$ cat src/rtl/pbp_pkg.sv
// Shared constants and types for the pulse-by-pulse trip guard.
// Assumes one guard slice per inverter switch.
package pbp_pkg;
    localparam int unsigned PBP_SWITCHES = 6;

    // Latched per-switch protection state.
    typedef struct packed {
        logic trip;   // short-circuit trip held for the current pulse
        logic warn;   // current-limit warning held for the current pulse
    } pbp_latch_t;
endpackage

$ cat src/rtl/pbp_edge_detect.sv
// Detects the activating (high-to-low) edge of each active-low command.
// Assumes the commands are already synchronized to clk. After reset the
// previous value is taken as inactive, so a command that is already low
// when reset is released counts as a new pulse.
module pbp_edge_detect #(
    parameter int unsigned WIDTH = 6
) (
    input  logic             clk,
    input  logic             rst_n,
    input  logic [WIDTH-1:0] cmd_n,
    output logic [WIDTH-1:0] start
);
    logic [WIDTH-1:0] prev_n;

    // Hold the command from the previous edge.
    always_ff @(posedge clk) begin
        if (!rst_n) prev_n <= '1;
        else        prev_n <= cmd_n;
    end

    // Activating edge: inactive before, active now.
    assign start = prev_n & ~cmd_n;
endmodule

$ cat src/rtl/pbp_switch_guard.sv
// Protection slice for a single switch. It latches a short-circuit trip
// and a current-limit warning that occur during a command pulse. Both are
// released on the next activating command edge; a flag on that same edge
// wins. The gate is the command masked by the trip, all registered, so
// each result appears one edge after its cause. Flags seen while the
// command is inactive are ignored.
module pbp_switch_guard
    import pbp_pkg::*;
(
    input  logic       clk,
    input  logic       rst_n,
    input  logic       cmd_on,
    input  logic       start,
    input  logic       sc_hit,
    input  logic       cl_hit,
    output logic       gate_en,
    output pbp_latch_t state
);
    pbp_latch_t state_q;
    pbp_latch_t state_d;
    logic       gate_q;

    // Next latch state: set while the switch is on, release on a new pulse.
    always_comb begin
        state_d.trip = (cmd_on & sc_hit) | (state_q.trip & ~start);
        state_d.warn = (cmd_on & cl_hit) | (state_q.warn & ~start);
    end

    // Register the latches and the masked gate.
    always_ff @(posedge clk) begin
        if (!rst_n) begin
            state_q <= '0;
            gate_q  <= 1'b0;
        end else begin
            state_q <= state_d;
            gate_q  <= cmd_on & ~state_d.trip;
        end
    end

    assign gate_en = gate_q;
    assign state   = state_q;
endmodule

$ cat src/rtl/pbp_flag_merge.sv
// Combines the per-switch latches into the shared active-low fault and
// warning outputs. Assumes the inputs come straight from registers.
module pbp_flag_merge
    import pbp_pkg::*;
#(
    parameter int unsigned WIDTH = 6
) (
    input  pbp_latch_t [WIDTH-1:0] latches,
    output logic                   fault_n,
    output logic                   warn_n
);
    logic [WIDTH-1:0] trip_vec;
    logic [WIDTH-1:0] warn_vec;

    // Split the struct array into flat vectors.
    always_comb begin
        for (int k = 0; k < WIDTH; k++) begin
            trip_vec[k] = latches[k].trip;
            warn_vec[k] = latches[k].warn;
        end
    end

    assign fault_n = ~(|trip_vec);
    assign warn_n  = ~(|warn_vec);
endmodule

$ cat src/rtl/pbp_trip_guard.sv
// Top level of the per-switch pulse-by-pulse trip and warning guard.
// It places one edge detector across all commands, one guard slice per
// switch, and one merge stage for the shared open-drain-style outputs.
// Assumes all inputs are synchronous to clk.
module pbp_trip_guard
    import pbp_pkg::*;
#(
    parameter int unsigned N_SW = PBP_SWITCHES
) (
    input  logic            clk,
    input  logic            rst_n,
    input  logic [N_SW-1:0] cmd_n,
    input  logic [N_SW-1:0] sc_flag,
    input  logic [N_SW-1:0] cl_flag,
    output logic [N_SW-1:0] gate,
    output logic            fault_n,
    output logic            warn_n
);
    logic       [N_SW-1:0] start;
    pbp_latch_t [N_SW-1:0] latches;

    pbp_edge_detect #(.WIDTH(N_SW)) u_edge (
        .clk   (clk),
        .rst_n (rst_n),
        .cmd_n (cmd_n),
        .start (start)
    );

    for (genvar g = 0; g < N_SW; g++) begin : g_sw
        pbp_switch_guard u_guard (
            .clk     (clk),
            .rst_n   (rst_n),
            .cmd_on  (~cmd_n[g]),
            .start   (start[g]),
            .sc_hit  (sc_flag[g]),
            .cl_hit  (cl_flag[g]),
            .gate_en (gate[g]),
            .state   (latches[g])
        );
    end

    pbp_flag_merge #(.WIDTH(N_SW)) u_merge (
        .latches (latches),
        .fault_n (fault_n),
        .warn_n  (warn_n)
    );
endmodule

$ cat config.mk
export PLATFORM = sky130hd
export DESIGN_NAME = pbp_trip_guard
export DESIGN_NICKNAME = d
export VERILOG_FILES = /design/src/rtl/pbp_pkg.sv /design/src/rtl/pbp_edge_detect.sv /design/src/rtl/pbp_switch_guard.sv /design/src/rtl/pbp_flag_merge.sv /design/src/rtl/pbp_trip_guard.sv
export SDC_FILE = /design/constraint.sdc
export NUM_CORES = 1
export LEC_CHECK = 0
export BUFFER_PORTS_ARGS = -buffer_cell sky130_fd_sc_hd__buf_2
export CORE_MARGIN = 10
export CORE_UTILIZATION = 43
export CTS_CLUSTER_DIAMETER = 120
export CTS_CLUSTER_SIZE = 28
export DETAILED_ROUTE_END_ITERATION = 6
export GPL_TIMING_DRIVEN = 0
export PLACE_DENSITY = 0.72
export SLEW_MARGIN = 30
export SYNTH_ARGS = -nofsm -noshare
export SYNTH_HDL_FRONTEND = slang
export SYNTH_SLANG_ARGS = --single-unit
$ cat constraint.sdc
create_clock -name clk -period 0.9 [get_ports clk]
set_input_delay 0.045 -clock clk [delete_from_list [all_inputs] [get_ports clk]]
set_output_delay 0.045 -clock clk [all_outputs]
set_load 0.01 [all_outputs]
==> results of run 1 <==
==> area by class of cell <==
type / count / area [sq um] / area share
Clock inverter: 1 / 30.0 / 0.0230
Buffer: 3 / 15.0 / 0.0115
Multi-Input combinational cell: 59 / 369 / 0.282
Tap cell: 27 / 33.8 / 0.0258
Inverter: 2 / 7.51 / 0.00574
Timing Repair Buffer: 44 / 345 / 0.264
Sequential cell: 24 / 484 / 0.370
Clock buffer: 3 / 22.5 / 0.0172
==> worst max path at each step <==
stage,startpoint,end,slack (ns),cells past startpoint
after floorplan,g_sw[3].u_guard.state[0],warn_n,-0.14,2
after global placement,g_sw[3].u_guard.state[1],fault_n,-0.25,3
after detailed placement,g_sw[3].u_guard.state[1],fault_n,-0.26,3
after CTS,g_sw[3].u_guard.state[0],warn_n,-0.60,3
after global routing,g_sw[0].u_guard.state[1],fault_n,-0.67,3
final,g_sw[0].u_guard.state[1],fault_n,-0.59,3
==> power breakdown <==
group	total [mW]	internal [mW]	switching, mW
combinational	0.306	0.186	0.120
clock	0.755	0.450	0.306
sequential	1.16	1.13	0.0376
==> kinds of logic (layout without fill, tap and decap cells) <==
family,count (synthesis),count (layout),share of synthesized area
simple gates,47,47,0.317
buf+inv,11,53,0.0745
flops,24,24,0.530
compound gates,12,12,0.0786
==> worst reg2reg max path, delay by kind of cell, from the launching register on <==
kind,cells,cell delay [ns]
buffers and inverters,1,0.13
flip-flops,1,0.34
AND/OR/NAND/NOR,2,0.25
==> placed cells by master (no fill, tap or decap), drive strengths merged, types with 3 or more instances in the layout <==
cell	netlist	routed
nand2b	6	6
dlygate4sd3	0	17
nand3b	9	9
nor3	8	8
nor2b	11	11
o21ai	9	9
buf	9	30
dfxtp	24	24
clkbuf	0	3
nand2	10	10
==> metrics by stage <==
stage	hold WS (ns)	TNS, ns	setup WS, ns
2_1_floorplan	0.123	-0.264	-0.136
3_3_place_gp	0.228	-0.491	-0.253
3_5_place_dp	0.233	-0.499	-0.258
4_1_cts	0.0161	-1.21	-0.604
5_1_grt	0.0181	-1.33	-0.673
6_report	0.0328	-1.17	-0.588
==> sequential cells by signal, summed over array words and instances, names as in the netlist <==
name,flops
g_sw.u_guard.state,12
g_sw.u_guard.gate_en,6
u_edge.prev_n,6
==> metal layers <==
metal,vias up,GRT usage
met3,2,0.0407
li1,398,-
met2,14,0.164
met1,358,0.118
met4,0,0.0602
met5,-,0
==> timing repair <==
item / CTS / global route
setup endpoints to repair: 8 / 2
buffers inserted: 1 / 0
pin swaps: 1 / 0
hold buffers: 17 / 0
hold endpoints to repair: 22 / 0
resized for setup: 10 / 0
cloned: 0 / 0
==> impl_summary.log, run 1 <==
[metrics] status: finished, violations left
[metrics] violated checks: setup timing
[metrics] area leader, netlist: sky130_fd_sc_hd__dfxtp_1
[metrics] required time at the endpoint of the critical path: 0.85 ns
[metrics] CTS tree: yes
[metrics] H-Tree Level Count: 1
[metrics] Skew-Pair Late Insertion Delay: 0.30 ns
[metrics] Critical Path, Cell by Cell: or4_4 > nor3_4 > buf_2
[metrics] # Max-Cap Violations: 0
[metrics] warnings from Yosys: 0
[metrics] min-delay src: rst_n
[metrics] count of final hold-check violations: 0
[metrics] largest net degree at the start of global routing: 15
[metrics] VDD IR max: approximately 0.0012 V
[metrics] final routed wire length divided by cell count: approximately 13 microns
[metrics] netlist area before placement: around 900 sq um
[metrics] top cells by area in the synthesized netlist: sky130_fd_sc_hd__dfxtp_1 (53%), sky130_fd_sc_hd__nor2b_1 (7.6%), sky130_fd_sc_hd__nand3b_1 (7.4%)
[metrics] number of cells in the design after placement: ~150
[metrics] die footprint: approximately 0.0043 sq mm
[metrics] # rows: 16
[metrics] Max Buffers Root-to-Sink: 2
[metrics] vias after detailed routing: about 770
[metrics] Antenna Diode Count: 0
[metrics] Tot GR Track Use: 0.105
[metrics] per-cell via count in the routed design: between 4 and 5
[metrics] fraction of the cycle the final worst path needs: 1.65
[metrics] Distinct cells, synth: 16
[metrics] effective utilization at floorplan: 0.458
[metrics] total count of max-transition violations in the final report: 0
[metrics] dominant register cell in the synthesized netlist: sky130_fd_sc_hd__dfxtp_1
[metrics] sequential-to-total area share from yosys stat: 0.530
[metrics] IO buf count: 26
[metrics] Routed Antenna Nets: 0
[metrics] weighted congestion reported at the end of routability-driven placement: 0.785
[metrics] post-route minimum period: between 1 and 1.5 ns
[metrics] fillcell total: ~160
[metrics] most used standard cells in the synthesized netlist: sky130_fd_sc_hd__dfxtp_1 (24), sky130_fd_sc_hd__nor2b_1 (11), sky130_fd_sc_hd__nand2_1 (10)
[metrics] initial antenna violation count: 0
[metrics] cell with the most instances after synthesis: sky130_fd_sc_hd__dfxtp_1
[metrics] via count of the first global-routing pass: around 800
[metrics] actual slew at the worst max-slew pin: 0.195 ns
[metrics] total power after layout: ~2.2 mW
[metrics] FMAX: 672 MHz
[metrics] final core area utilization: 0.660
[metrics] area after detailed placement: ~0.0011 sq mm
[metrics] share of the synthesized area in the top cell type: 0.530
[metrics] category of the worst setup path launch point: register
[metrics] Core Region: slightly below 0.002 sq mm
[metrics] Crit Path Max Fanout: 2
[metrics] wire length of the first global-routing pass: roughly 3600 microns
[metrics] register bit total from synthesis: 24
[metrics] slack of the worst reg-to-reg path: 0.12 ns
[metrics] family with the most delay on the worst path: simple AND/OR/NAND/NOR gates
[metrics] CTS Buf Count: 3
[metrics] synthesized net count: between 100 and 150
[metrics] endpoint kind of the worst setup timing path: output pin
[metrics] Pwr Density: between 1500 and 2000 mW/mm^2
[metrics] post-layout worst setup margin: -0.588 ns
[metrics] die height: about 66 microns
[metrics] max layer used: met4
[metrics] overflow left after global routing: 0
[metrics] count of unresolved DRC violations after routing: 0
[metrics] # setup viols final: 2
[metrics] post-layout instance count excluding filler cells: 163
[metrics] start of the worst register-to-register path: g_sw[0].u_guard.state[1]
[metrics] path type of the worst min-delay path: primary input to register
[metrics] largest stage delay on the critical path: about 0.55 ns
[metrics] terminus of the critical flop-to-flop path: g_sw[0].u_guard.gate_en
[metrics] instance count along the most critical hold path: 2
[metrics] area growth from synthesis to layout: 44.1%
[metrics] number of placed I/O pins: 28
[metrics] classification of the worst setup path: register to output pin
[metrics] final-stage net count: between 150 and 200
[metrics] detailed placer's ending HPWL: approximately 1500 microns
[metrics] clk_skew: 0.00275 ns
[metrics] slowest stage cell on the critical path: sky130_fd_sc_hd__or4_4
[metrics] first drt pass iteration count: 4
[metrics] number of DRC markers after the initial detailed-route iteration: 6
[metrics] Clk Tree Root Cell: sky130_fd_sc_hd__clkbuf_4
[metrics] Finished Cell Area: around 0.0013 sq mm
[metrics] Mapped Avg Cell Area: 9.65 sq um
[metrics] P_leak: about 0.55 nW
[metrics] ratio of cells with drive above 1 in the final layout: 0.301
[metrics] fraction of registers with async set/reset: 0
[metrics] horizontal extent of the die: 65.9 microns
[metrics] FF-to-FF path depth: 3
[metrics] WHS Endpoint: u_edge.prev_n[2]
[metrics] EDFF count, synth: 0
[metrics] arrival time worst endpoint: roughly 1.4 ns
[metrics] number of instances in the synthesized netlist: 94
[metrics] unrepaired setup endpoints after global routing: true
[metrics] routed wire length on met2: about 1100 microns
[metrics] clock sinks: 24
[metrics] Post-Route WL: around 2000 microns
[metrics] combined buffer and inverter count along the critical path: 1
[metrics] worst rel slew slack: 0.870
[metrics] clock edge transition at the registers on the reported setup and hold paths: 0.13 ns
[metrics] wire length on met3: ~130 microns
[metrics] Routed met1 length: around 840 microns
(Power assumes the default switching activity.)
==> run 2: changes to the inputs <==
clock period = 1.2 ns   (was 0.9 ns; I/O delays follow)
==> run 2 against run 1 <==
The run still ends with setup timing left. Sequential power down 25%. Hold slack worse by 0.016 ns. Clock skew down 0.0018 ns. Non-clock buffer count up 5. First-iteration DRC count rose to 3.0 times the previous value. Global-route usage down 0.19 points. Largest cell class unchanged. Largest power group unchanged.
==> impl_summary.log, run 2 (synthesis gave the netlist of run 1 again) <==
[metrics] Tot GR Track Use: 0.103 (-0.00186)
[metrics] # Max-Cap Violations: 0 (unchanged)
[metrics] number of placed I/O pins: 28 (unchanged)
[metrics] number of DRC markers after the initial detailed-route iteration: 18 (+12)
[metrics] VDD IR max: 0.000731 V (-40%)
[metrics] required time at the endpoint of the critical path: 1.14 ns (+0.29 ns)
[metrics] IO buf count: 26 (unchanged)
[metrics] CTS tree: yes
[metrics] count of unresolved DRC violations after routing: 0 (unchanged)
[metrics] # rows: 16 (unchanged)
[metrics] area growth from synthesis to layout: 41.2%
[metrics] total power after layout: 1.52 mW (-32%)
[metrics] slowest stage cell on the critical path: sky130_fd_sc_hd__or4_4
[metrics] arrival time worst endpoint: 1.44 ns (about the same)
[metrics] total count of max-transition violations in the final report: 0 (unchanged)
[metrics] via count of the first global-routing pass: 789 (+0.38%)
[metrics] die height: 65.9 microns (unchanged)
[metrics] H-Tree Level Count: 1 (unchanged)
[metrics] category of the worst setup path launch point: register
[metrics] number of cells in the design after placement: 147 (unchanged)
[metrics] P_leak: 0.561 nW (+2.8%)
[metrics] clk_skew: 0.000990 ns (-0.00176 ns)
[metrics] post-place setup slack: 0.0292 ns (+0.287 ns)
[metrics] Critical Path, Cell by Cell: or4_4 > nor3_2 > buf_2
[metrics] worst rel slew slack: 0.864 (-0.00604)
[metrics] Clk Tree Root Cell: sky130_fd_sc_hd__clkbuf_4
[metrics] Crit Path Max Fanout: 2 (unchanged)
[metrics] max reg flops: 12 (unchanged)
[metrics] CTS Buf Count: 3 (unchanged)
[metrics] largest stage delay on the critical path: 0.53 ns (-0.02 ns)
[metrics] busiest metal layer after global routing: met2
[metrics] vias after detailed routing: 804 (+4.1%)
[metrics] actual slew at the worst max-slew pin: 0.204 ns (+0.00906 ns)
[metrics] Routed Antenna Nets: 0 (unchanged)
[metrics] classification of the worst setup path: register to output pin
[metrics] Global Route met2 Usage: 0.167 (+0.00242)
[metrics] Pwr Density: 1180 mW/mm^2 (-30%)
[metrics] post-layout worst setup margin: -0.305 ns (+0.283 ns)
[metrics] largest net degree at the start of global routing: 14 (-1)
[metrics] clock sinks: 24 (unchanged)
[metrics] final-stage net count: 162 (+3.2%)
[metrics] detailed placer's ending HPWL: 1460 microns (-1.4%)
[metrics] unrepaired setup endpoints after global routing: true
[metrics] per-cell via count in the routed design: 4.79 (+1.0%)
[metrics] ratio of cells with drive above 1 in the final layout: 0.326 (+0.0248)
[metrics] slack of the worst reg-to-reg path: 0.39 ns (+0.27 ns)
[metrics] Post-Route WL: 2060 microns (+0.24%)
[metrics] initial antenna violation count: 0 (unchanged)
[metrics] Antenna Diode Count: 0 (unchanged)
[metrics] status: finished, violations left
[metrics] clock edge transition at the registers on the reported setup and hold paths: 0.13 ns (about the same)
[metrics] FMAX: about 660 MHz
[metrics] weighted congestion reported at the end of routability-driven placement: 0.768 (-2.2%)
[metrics] most frequent standard cell in the layout excluding fill and tap cells: sky130_fd_sc_hd__buf_2
[metrics] overflow left after global routing: 0 (unchanged)
[metrics] family with the most delay on the worst path: simple AND/OR/NAND/NOR gates
[metrics] met3 demand-to-capacity share in global routing: 0.0356 (-0.00508)
[metrics] first drt pass iteration count: 4 (unchanged)
[metrics] # setup viols final: 2 (unchanged)
[metrics] final core area utilization: 0.646 (-0.0133)
[metrics] global routing usage on met1: 0.113 (-0.00528)
[metrics] Core Region: 0.00198 sq mm (unchanged)
[metrics] count of final hold-check violations: 0 (unchanged)
[metrics] final routed wire length divided by cell count: 12.3 microns (-2.7%)
[metrics] Max Buffers Root-to-Sink: 2 (unchanged)
[metrics] wire length of the first global-routing pass: 3520 microns (-1.7%)
[metrics] post-layout instance count excluding filler cells: 168 (+3.1%)
[metrics] path type of the worst min-delay path: primary input to register
[metrics] horizontal extent of the die: 65.9 microns (unchanged)
[metrics] endpoint kind of the worst setup timing path: output pin
[metrics] die footprint: 0.00435 sq mm (unchanged)
[metrics] post-route minimum period: 1.50 ns
[metrics] violated checks: setup timing
[metrics] combined buffer and inverter count along the critical path: 1 (unchanged)
[metrics] fraction of the cycle the final worst path needs: 1.25
[metrics] effective utilization at floorplan: 0.458 (unchanged)
[metrics] leading cell types in the layout, fill and taps excluded: sky130_fd_sc_hd__buf_2 (29), sky130_fd_sc_hd__dfxtp_1 (22), sky130_fd_sc_hd__dlygate4sd3_1 (16)
[metrics] Skew-Pair Late Insertion Delay: 0.31 ns (about the same)
## run 2: cell count changes in the layout (fill, tap and decap cells not counted)
cell | before | now
sky130_fd_sc_hd__buf_2 | 23 | 29
sky130_fd_sc_hd__bufinv_16 | 1 | 0
sky130_fd_sc_hd__nor3_2 | 1 | 2
sky130_fd_sc_hd__dfxtp_1 | 21 | 22
sky130_fd_sc_hd__buf_4 | 1 | 7
sky130_fd_sc_hd__clkbuf_8 | 0 | 1
sky130_fd_sc_hd__buf_6 | 6 | 0
sky130_fd_sc_hd__nor3_4 | 1 | 0
sky130_fd_sc_hd__dfxtp_2 | 3 | 2
sky130_fd_sc_hd__dlygate4sd3_1 | 17 | 16
## run 2: through the flow
| stage | cell area (sq um) | TNS [ns] | hold slack (ns) |
|---|---|---|---|
| floorplan | 907 | 0 | 0.138 |
| global placement | 1070 | 0 | 0.241 |
| detailed placement | 1070 | 0 | 0.248 |
| CTS | 1280 | -0.650 | 0.00208 |
| global route | 1280 | -0.731 | 0.0143 |
| finish | 1280 | -0.601 | 0.0167 |
## run 2: path summary, 6_finish.rpt
kind	startpoint	end	cells after the start
max	g_sw[3].u_guard.state[1]	fault_n	3
min	cmd_n[1]	u_edge.prev_n[1]	2
max reg2reg	g_sw[3].u_guard.state[1]	g_sw[3].u_guard.gate_en	3
min reg2reg	g_sw[5].u_guard.state[0]	g_sw[5].u_guard.state[0]	2
## run 2: repair_timing
item                       CTS  global route
setup buffers                1             0
setup endpoints to repair    2             2
hold buffers                16             0
hold endpoints to repair    22             0
gates resized for setup      3             0
## run 2: cell type report
type,count,area (sq um)
Clock buffer,4,36.3
Multi-Input combinational cell,59,363
Fill cell,164,701
Timing Repair Buffer,43,298
Buffer,9,60.1
Tap cell,27,33.8
Sequential cell,24,483
Inverter,2,7.51
## run 2: power by group
part	internal (mW)	total [mW]	switching, mW
logic	0.135	0.224	0.0891
clock network	0.186	0.427	0.241
registers	0.843	0.867	0.0237
total	1.16	1.52	0.354
## run 2: per-layer routing
metal  wire (microns)  vias to the layer above
met3              175                        7
met1              847                      358
met5                0                        -
li1                 -                      409
met4               55                        0
met2              985                       30
